<file path="config.mk">
export PLATFORM = sky130hd
export DESIGN_NAME = zq_cal_sched
export DESIGN_NICKNAME = d
export VERILOG_FILES = /design/src/rtl/zqc_pkg.sv /design/src/rtl/zqc_eval_timer.sv /design/src/rtl/zqc_ready_counter.sv /design/src/rtl/zqc_step_unit.sv /design/src/rtl/zq_cal_sched.sv
export SDC_FILE = /design/constraint.sdc
export NUM_CORES = 1
export LEC_CHECK = 0
export ABC_CLOCK_PERIOD_IN_PS = 2250
export CORE_MARGIN = 2
export CORE_UTILIZATION = 40
export DETAILED_ROUTE_END_ITERATION = 10
export PLACE_DENSITY = 0.68
export SLEW_MARGIN = 20
export SYNTH_ARGS = -nofsm -noshare
export SYNTH_HDL_FRONTEND = slang
export SYNTH_SLANG_ARGS = --single-unit
</file>
<file path="constraint.sdc">
create_clock -name clk -period 2.25 [get_ports clk]
set_input_delay 0.45 -clock clk [delete_from_list [all_inputs] [get_ports clk]]
set_output_delay 0.45 -clock clk [all_outputs]
set_load 0.02 [all_outputs]
</file>
<file path="src/rtl/zqc_pkg.sv">
package zqc_pkg;

    typedef enum logic [1:0] {
        DIR_HOLD = 2'd0,
        DIR_UP   = 2'd1,
        DIR_DOWN = 2'd2
    } step_dir_e;

    function automatic step_dir_e decode_dir(input logic up, input logic dn);
        if (up && !dn) begin
            return DIR_UP;
        end else if (dn && !up) begin
            return DIR_DOWN;
        end
        return DIR_HOLD;
    endfunction

endpackage

</file>
<file path="src/rtl/zqc_eval_timer.sv">
module zqc_eval_timer #(
    parameter int EVAL_PERIOD = 32
) (
    input  logic clk,
    input  logic rst_n,
    output logic eval_o
);
    localparam int CW = (EVAL_PERIOD > 1) ? $clog2(EVAL_PERIOD) : 1;
    localparam logic [CW-1:0] LAST = CW'(EVAL_PERIOD - 1);

    typedef struct packed {
        logic [CW-1:0] cnt;
    } tmr_t;

    tmr_t s_d, s_q;

    always_comb begin
        s_d = s_q;
        if (s_q.cnt == LAST) begin
            s_d.cnt = '0;
        end else begin
            s_d.cnt = s_q.cnt + CW'(1);
        end
    end

    always_ff @(posedge clk or negedge rst_n) begin
        if (!rst_n) begin
            s_q <= '0;
        end else begin
            s_q <= s_d;
        end
    end

    assign eval_o = (s_q.cnt == LAST);

    // evaluation points are never back to back
    p_eval_spaced_r1: assert property (@(posedge clk) disable iff (!rst_n)
        eval_o |=> !eval_o);

endmodule

</file>
<file path="src/rtl/zqc_ready_counter.sv">
module zqc_ready_counter #(
    parameter int READY_CYCLES = 1024
) (
    input  logic clk,
    input  logic rst_n,
    input  logic hiz_i,
    output logic ready_o
);
    localparam int RW = $clog2(READY_CYCLES + 1);
    localparam logic [RW-1:0] FULL = RW'(READY_CYCLES);

    typedef struct packed {
        logic [RW-1:0] cnt;
    } rdy_t;

    rdy_t s_d, s_q;

    always_comb begin
        s_d = s_q;
        if (hiz_i && (s_q.cnt != FULL)) begin
            s_d.cnt = s_q.cnt + RW'(1);
        end
    end

    always_ff @(posedge clk or negedge rst_n) begin
        if (!rst_n) begin
            s_q <= '0;
        end else begin
            s_q <= s_d;
        end
    end

    assign ready_o = (s_q.cnt == FULL);

    // flag is sticky once raised
    p_ready_sticky_r7: assert property (@(posedge clk) disable iff (!rst_n)
        ready_o |=> ready_o);

    // read cycles leave the count untouched
    p_read_no_count_r7: assert property (@(posedge clk) disable iff (!rst_n)
        !hiz_i |=> $stable(s_q.cnt));

endmodule

</file>
<file path="src/rtl/zqc_step_unit.sv">
module zqc_step_unit
    import zqc_pkg::*;
#(
    parameter int CODE_W     = 6,
    parameter int RESET_CODE = 32
) (
    input  logic              clk,
    input  logic              rst_n,
    input  logic              eval_i,
    input  logic              up_i,
    input  logic              dn_i,
    input  logic              hiz_i,
    input  logic              force_i,
    output logic [CODE_W-1:0] code_o
);
    localparam logic [CODE_W-1:0] CODE_MAX = '1;
    localparam logic [CODE_W-1:0] CODE_MIN = '0;
    localparam logic [CODE_W-1:0] CODE_RST = CODE_W'(RESET_CODE);

    typedef struct packed {
        logic [CODE_W-1:0] applied;
        logic [CODE_W-1:0] target;
    } step_t;

    step_t     s_d, s_q;
    step_dir_e dir;
    logic [CODE_W-1:0] next_tgt;

    always_comb begin
        s_d      = s_q;
        dir      = decode_dir(up_i, dn_i);
        next_tgt = s_q.target;
        if (eval_i) begin
            unique case (dir)
                DIR_UP:   next_tgt = (s_q.applied == CODE_MAX) ? CODE_MAX
                                     : s_q.applied + CODE_W'(1);
                DIR_DOWN: next_tgt = (s_q.applied == CODE_MIN) ? CODE_MIN
                                     : s_q.applied - CODE_W'(1);
                default:  next_tgt = s_q.applied;
            endcase
        end
        s_d.target = next_tgt;
        if (hiz_i) begin
            s_d.applied = next_tgt;
        end
        if (force_i) begin
            s_d.target  = CODE_MAX;
            s_d.applied = CODE_MAX;
        end
    end

    always_ff @(posedge clk or negedge rst_n) begin
        if (!rst_n) begin
            s_q.applied <= CODE_RST;
            s_q.target  <= CODE_RST;
        end else begin
            s_q <= s_d;
        end
    end

    assign code_o = s_q.applied;

    // driver code frozen while outputs are driven
    p_hold_driving_r4: assert property (@(posedge clk) disable iff (!rst_n)
        (!hiz_i && !force_i) |=> $stable(code_o));

    // at most one step per edge outside the strap
    p_single_step_r5: assert property (@(posedge clk) disable iff (!rst_n)
        !force_i |=> ((code_o == $past(code_o))
                   || (code_o == $past(code_o) + CODE_W'(1))
                   || (code_o == $past(code_o) - CODE_W'(1))));

    // strap pins the strongest code
    p_force_max_r6: assert property (@(posedge clk) disable iff (!rst_n)
        force_i |=> (code_o == CODE_MAX));

    // no wrap from the top
    p_no_wrap_top_r3: assert property (@(posedge clk) disable iff (!rst_n)
        (code_o == CODE_MAX) |=> (code_o != CODE_MIN));

endmodule

</file>
<file path="src/rtl/zq_cal_sched.sv">
module zq_cal_sched #(
    parameter int CODE_W       = 6,
    parameter int RESET_CODE   = 32,
    parameter int EVAL_PERIOD  = 32,
    parameter int READY_CYCLES = 1024
) (
    input  logic              clk,
    input  logic              rst_n,
    input  logic              cmp_up,
    input  logic              cmp_dn,
    input  logic              out_hiz,
    input  logic              force_min_z,
    output logic [CODE_W-1:0] code,
    output logic              calibrated
);
    logic eval_pulse;

    zqc_eval_timer #(
        .EVAL_PERIOD (EVAL_PERIOD)
    ) u_timer (
        .clk    (clk),
        .rst_n  (rst_n),
        .eval_o (eval_pulse)
    );

    zqc_step_unit #(
        .CODE_W     (CODE_W),
        .RESET_CODE (RESET_CODE)
    ) u_step (
        .clk     (clk),
        .rst_n   (rst_n),
        .eval_i  (eval_pulse),
        .up_i    (cmp_up),
        .dn_i    (cmp_dn),
        .hiz_i   (out_hiz),
        .force_i (force_min_z),
        .code_o  (code)
    );

    zqc_ready_counter #(
        .READY_CYCLES (READY_CYCLES)
    ) u_ready (
        .clk     (clk),
        .rst_n   (rst_n),
        .hiz_i   (out_hiz),
        .ready_o (calibrated)
    );

    // code only moves on an evaluation, a high-Z cycle or the strap
    p_move_cause_r1: assert property (@(posedge clk) disable iff (!rst_n)
        (!eval_pulse && !out_hiz && !force_min_z) |=> $stable(code));

endmodule

</file>
==> impl_results.md, run 1 <==
* Cell Rows at 24
* I/O Pins at 13
* XOR/XNOR Fraction of Synth Area at 8.04%
* CTS buffer count at 3
* Synth Area in Compound Gates at 19.9%
* Cells on Worst Hold Path at 1
* Hold buffers post-CTS at 0
* Crit start category: input port
* LEAKAGE at 0.879 nW
* Critical path, cell by cell: clkdlybuf4s50_1 > inv_1 > ha_1 > or3b_2 > or4_2 > o211a_1 > a31oi_1
* Worst-case clock buffer depth at 2
* Drt first pass iters at 4
* Post-synth cell types at 50
* Dominant cells by area after synthesis: dfrtp_1 37%, ha_1 6.5%, xnor2_1 6.0%, inv_1 3.2%, dfstp_2 3.0%
* Number of synthesized register bits at 28
* Worst Reg-to-Reg Cells at 7
* Multi-input gate area in the final layout at 875 um^2
* Fill cell count at 418
* Starting DRT DRC Count at 124
* Routed len/inst at 13.5 um
* Hold Crit Start: u_timer.s_q[0]$_DFF_PN0_
* # clock sinks at 28
* Worst min-delay path class: reg2reg
* Post-synthesis mux area share at 0.646%
* Worst-skew pair later-pin latency at 0.28 ns
* Die span in x at 70.0 um
* WP data required at 2.46 ns
* Worst reg2reg startpoint: u_timer.s_q[0]$_DFF_PN0_
* Routed vias/inst at 5.56
* Top_reg_cell synth: dfrtp_1
* Initial antenna violation count at 0
* Crit Path Class: in2reg
* # DRC at 0
* Hpwl dp at 2460 um
* CTS H-tree depth at 1
* Most frequent cells after synthesis: 26 x dfrtp_1, 15 x inv_1, 12 x xnor2_1
* Final Slew Violations at 0
* VDD IR-drop max at 0.473 mV
* Endpoints failing hold at 0
* Hold Crit Endpoint: u_timer.s_q[0]$_DFF_PN0_
* Nets at 220
* Synth top area share at 37.3%
* Outcome: finished clean
* Maxcap violations at 0
* Fin util at 47.6%
* Fmax at 0.463 GHz
* CORE AREA at 4260 um^2
* RSZ-0062 raised after global routing: false
* Finish-stage setup viols at 0
* Vias at 1,423
* Worst Skew at 0.00928 ns
* Port Buf Inserts at 12
* CP max FO at 2
* TritonCTS clock tree: yes
* R2R Setup Slk at 0.21 ns
* Critical Path AT at 2.37 ns
* Antenna viol nets, final at 0
* Worst-Margin Slew at 0.374 ns
* Post-synth ARST share at 100%
* Final min period at 2.16 ns
* Share of cells above drive strength 1 at 16.7%
* First-pass GRT wire length at 5890 um
* Sequential-to-total area share from yosys stat at 40.3%
* Synthesized Nets at 198
* Vias in the first global route at 1,296
* Largest family of logic cells by synthesized area: compound AO/OA/AOI/OAI gates
* Largest net degree at the start of global routing at 29
* Avg Inst Size Synth at 9.52 um^2
* Post-synth EDFFs at 0
* Worst slew margin at 75.1%
* Yosys Warn Count at 0
* Die Ht at 70.0 um
* # diodes at 0
* Global route total overflow at 0
* CP Capture Type: flip-flop
* Routability cong. at 0.813
* Top-count cell post-synth: dfrtp_1
* DIE AREA at 4900 um^2
* Post-synthesis adder-cell area fraction at 6.46%
* Fin Hold WS at 0.452 ns
* Initial core utilization at 40.9%
* Cell Area, Synth at 1740 um^2
* Final Cycle Share at 95.9%
* Biggest area consumer among synthesized cells: dfrtp_1
* Pwr Total at 1.19 mW
* Pwr per Cell Area at 589 nW/um^2
* Worst-path clk slew at 0.10 ns
* Simple-Gate Fraction of Synth Area at 15.1%
* Clock Tree Root: clkbuf_8
* Detailed Route WL at 3460 um
* Reg-to-Reg End: u_step.s_q[4]$_DFF_PN0_
* CP peak stage delay at 0.54 ns
* Slowest CP cell: or4_2
* Syn Inst Count at 183
* P&R area growth vs syn at 16.4%
* All-Layer GR Usage at 14.7%
* Seq. cell area at 703 um^2
[what timing repair did]
item / in CTS / in global routing
endpoints found under the hold margin: 0 / 0
endpoints found under the setup margin: 1 / 0
gates resized for setup: 1 / 0
setup buffers: 0 / 0
[layout make-up]
type,count,area share [%]
clock buffer,4,2.22
multi-input combinational,123,43.1
inverter,15,2.78
sequential,28,34.7
tap,52,3.21
timing repair buffer,34,14.0
[stage by stage]
step / TNS (ns) / setup WS, ns / instances / instance area [um^2]
after floorplan: 0 / 0.0321 / 183 / 1740
after global placement: -0.563 / -0.180 / 252 / 1980
after detailed placement: -0.637 / -0.195 / 252 / 1980
after CTS: 0 / 0.0907 / 256 / 2030
after global routing: 0 / 0.0262 / 256 / 2030
final: 0 / 0.0912 / 256 / 2030
[logic make-up after synthesis]
logic type      after synthesis
flops                        28
simple gates                 50
compound gates               47
xor+xnor                     16
fa+ha+maj                     9
buf+inv                      32
mux                           1
[worst max path at each step]
stage / end / start / depth (start not counted) / slack [ns]
floorplan: u_step.code_o[5]$_DFFE_PN1P_ / u_step.code_o[0]$_DFFE_PN0P_ / 7 / 0.03
global placement: u_step.code_o[5]$_DFFE_PN1P_ / cmp_dn / 6 / -0.18
detailed placement: u_step.code_o[5]$_DFFE_PN1P_ / cmp_up / 7 / -0.20
CTS: u_step.code_o[5]$_DFFE_PN1P_ / cmp_up / 7 / 0.09
global route: u_step.code_o[5]$_DFFE_PN1P_ / cmp_up / 7 / 0.03
finish: u_step.code_o[5]$_DFFE_PN1P_ / cmp_up / 7 / 0.09
[worst max-delay path: cells and delay by family]
kind	cells	cell delay [ns]
simple gates	2	0.98
compound gates	2	0.30
fa+ha+maj	1	0.16
buf+inv	2	0.48
[sequential cells by signal, summed over array words and instances, names as in the netlist]
name and flops:
u_timer.s_q 5, u_step.s_q 6, u_ready.s_q 11, u_step.code_o 6
[power by group]
part / switching, mW / total, mW / internal, mW
clock: 0.157 / 0.285 / 0.127
sequential: 0.0671 / 0.633 / 0.566
combinational: 0.137 / 0.277 / 0.140
[layout by cell type (no fill, tap or decap), drive strengths merged, types with 2 or more instances in the layout]
master	instances
nor3	2
xor2	4
clkbuf	4
xnor2	12
dfrtp	26
nand2	7
o22ai	5
a21boi	3
a31oi	6
o21a	2
clkdlybuf4s50	11
nor2	11
or3	3
nand4	5
and3	4
a211oi	3
o21ai	6
a21o	2
ha	9
inv	15
nor4	2
buf	22
a21oi	5
a221o	3
nor2b	2
dfstp	2
nand3	10
[routing by layer]
| layer | part of all wire (%) | track usage (%) | wire length (um) |
|---|---|---|---|
| met5 | 0 | 0 | 0 |
| met4 | 1.4 | 4.91 | 47 |
| met3 | 3.6 | 3.17 | 126 |
| met2 | 46 | 22.9 | 1580 |
| met1 | 49 | 20.3 | 1700 |
No activity file was read; power rests on OpenSTA's default activity.
==> run 2: changes to the inputs <==
--- a/config.mk
+++ b/config.mk
@@ -8,9 +8,11 @@
 export ABC_CLOCK_PERIOD_IN_PS = 2250
 export CORE_MARGIN = 2
 export CORE_UTILIZATION = 40
+export CTS_CLUSTER_SIZE = 20
 export DETAILED_ROUTE_END_ITERATION = 10
 export PLACE_DENSITY = 0.68
 export SLEW_MARGIN = 20
 export SYNTH_ARGS = -nofsm -noshare
 export SYNTH_HDL_FRONTEND = slang
+export SYNTH_HIERARCHICAL = 1
 export SYNTH_SLANG_ARGS = --single-unit
==> run 2 against run 1 <==
  * Clock skew is 0.0053 ns lower
  * Register-to-register slack better by 0.09 ns
  * Area after synthesis is 1.1% higher
  * Critical endpoint is now calibrated
  * Critical path type is now reg2out
  * Global-route usage is 0.28 points higher
  * Non-clock buffer count is 12 lower
  * Largest cell class unchanged
  * Setup slack better by 0.057 ns
==> impl_results.md, run 2 <==
* Fmax at 0.476 GHz
* Die span in x at 70.4 um
* # clock sinks at 28
* I/O Pins at 13
* VDD IR-drop max at 0.466 mV
* Pwr Total at 1.22 mW
* Global route total overflow at 0
* Hold buffers post-CTS at 0
* # DRC at 0
* First-pass GRT wire length at 6050 um
* Worst-skew pair later-pin latency at 0.27 ns
* Avg Inst Size Synth at 9.90 um^2
* Largest net degree at the start of global routing at 29
* CP Capture Type: output pin
* Vias at 1,334
* Routed vias/inst at 5.49
* Synthesized Nets at 193
* CP max FO at 4
* WP data required at 1.80 ns
* Largest family of logic cells by synthesized area: simple AND/OR/NAND/NOR gates
* Endpoints failing hold at 0
* Hpwl dp at 2520 um
* Most common cell after layout, fill and taps aside: dfrtp_1
* Placed Cells at 239
* Post-CTS sizing at 2
* GR peak layer: met2
* Final min period at 2.10 ns
* TritonCTS clock tree: yes
* Synth top area share at 36.9%
* Starting DRT DRC Count at 93
* Detailed Route WL at 3440 um
* # diodes at 0
* Top reg by flops: u_ready/s_q
* Share of cells above drive strength 1 at 17.3%
* Met3 Usage GRT at 1.73%
* Routability cong. at 0.833
* Commonest non-fill, non-tap cells in the layout: 26 x dfrtp_1, 13 x inv_1, 11 x clkdlybuf4s50_1, 11 x nand2_1
* Final Cycle Share at 93.4%
* Placed inst area at 1940 um^2
* Initial core utilization at 41.1%
* Post-synthesis mux area share at 0.852%
* Post-synth ARST share at 100%
* Cell Rows at 24
* Biggest area consumer among synthesized cells: dfrtp_1
* Cell Area, Synth at 1760 um^2
* Worst slew margin at 74.7%
* Maxcap violations at 0
* Top_reg_cell synth: dfrtp_1
* Worst-case clock buffer depth at 2
* Post-synth EDFFs at 0
* Number of synthesized register bits at 28
* R2R Setup Slk at 0.30 ns
* Fin area at 2000 um^2
* Fin Hold WS at 0.485 ns
* Critical Path AT at 1.65 ns
* DIE AREA at 4950 um^2
* Die Ht at 70.4 um
* Worst Skew at 0.00402 ns
* Post-route insts no fill at 243
* Post-synth cell types at 58
* Post-route setup TNS at 0 ns
* Routed len/inst at 14.2 um
* Vias in the first global route at 1,386
* Top-count cell post-synth: dfrtp_1
* Sequential-to-total area share from yosys stat at 39.9%
* Nets at 207
* All-Layer GR Usage at 15.0%
* Final Slew Violations at 0
* Crit start category: flip-flop
* Pwr per Cell Area at 609 nW/um^2
* Max FFs per register at 11
* Drt first pass iters at 5
* Met1 Use GR at 19.0%
* RSZ-0062 raised after global routing: false
* CTS buffer count at 3
* GR Util met2 at 26.0%
* Finish-stage setup viols at 0
* Clock Tree Root: clkbuf_8
* CORE AREA at 4290 um^2
* Syn Inst Count at 178
* Port Buf Inserts at 12
* CTS H-tree depth at 1
* XOR/XNOR Fraction of Synth Area at 6.46%
* Synth Area in Compound Gates at 17.1%
* Worst-path clk slew at 0.09 ns
* Simple-Gate Fraction of Synth Area at 21.9%
* Postcts setup bufs at 0
* Crit Path Class: reg2out
* LEAKAGE at 0.832 nW
* P&R area growth vs syn at 13.6%
* Worst-Margin Slew at 0.380 ns
* Worst min-delay path class: reg2reg
* Dominant cells by area after synthesis: dfrtp_1 37%, ha_1 6.4%, xnor2_1 4.5%, dfstp_2 3.0%, inv_1 2.8%
* Initial antenna violation count at 0
* Post-synthesis adder-cell area fraction at 6.39%
* Most frequent cells after synthesis: 26 x dfrtp_1, 13 x inv_1, 11 x nand2_1
* Antenna viol nets, final at 0
* Yosys Warn Count at 6
* Outcome: finished clean
run 2: changes by cell type in the layout (fill, tap and decap cells not counted), sizes merged, moves of 3 or more:
cell,delta
buf,-12
nand3,-6
nor2b,+5
or2,+5
nand2,+4
a211o,+3
a21boi,-3
a21oi,-3
nor3,+3
xnor2,-3
run 2: worst max-delay path: stages, from the launching register on:
cell	delay, ns
dfrtp_1	0.44
nor4_2	0.34
and4_1	0.26
dlygate4sd2_1	0.34
run 2: power breakdown:
part / internal (mW) / total (mW) / switching, mW / leakage, nW
logic: 0.135 / 0.292 / 0.158 / 0.498
registers: 0.561 / 0.622 / 0.0604 / 0.305
clock network: 0.156 / 0.304 / 0.148 / 0.0288
run 2: through the flow:
stage               setup WS [ns]  utilization [%]
global route               0.0429             46.6
global placement           0.0132             45.2
CTS                         0.130             46.6
floorplan                   0.409                -
finish                      0.148             46.6
detailed placement       0.000601             45.2
run 2: kinds of logic (layout without fill, tap and decap cells):
group                    count (synthesis)  count (layout)
AO/OA/AOI/OAI                           39              39
buffers and inverters                   26              39
flip-flops                              28              28
multiplexers                             1               1
XOR/XNOR                                13              13
adder cells (fa/ha/maj)                  9               9
AND/OR/NAND/NOR                         62              62
run 2: layer usage:
layer / share of wire [%] / vias up
li1: - / 660
met1: 47 / 644
met2: 48 / 24
met3: 2.6 / 6
met4: 1.5 / 0
met5: 0 / -
run 2: cell type report:
| type | count | area [um^2] |
|---|---|---|
| flip-flops and latches | 28 | 703 |
| inverters | 13 | 48.8 |
| clock buffers | 4 | 55.1 |
| well taps | 52 | 65.1 |
| repair buffers | 22 | 194 |
| multi-input cells | 124 | 936 |
| fillers | 425 | 2290 |
run 2: path summary, 6_finish.rpt:
kind,startpoint,end,cells after the start
hold / removal,u_timer/s_q[0]$_DFF_PN0_,u_timer/s_q[0]$_DFF_PN0_,1
min in group asynchronous,rst_n,u_timer/s_q[1]$_DFF_PN0_,2
setup reg to reg,u_timer/s_q[0]$_DFF_PN0_,u_step/code_o[1]$_DFFE_PN0P_,7
max in group asynchronous,rst_n,u_step/s_q[5]$_DFF_PN1_,2
hold reg to reg,u_timer/s_q[0]$_DFF_PN0_,u_timer/s_q[0]$_DFF_PN0_,1
setup / recovery,u_ready/s_q[5]$_DFFE_PN0P_,calibrated,3
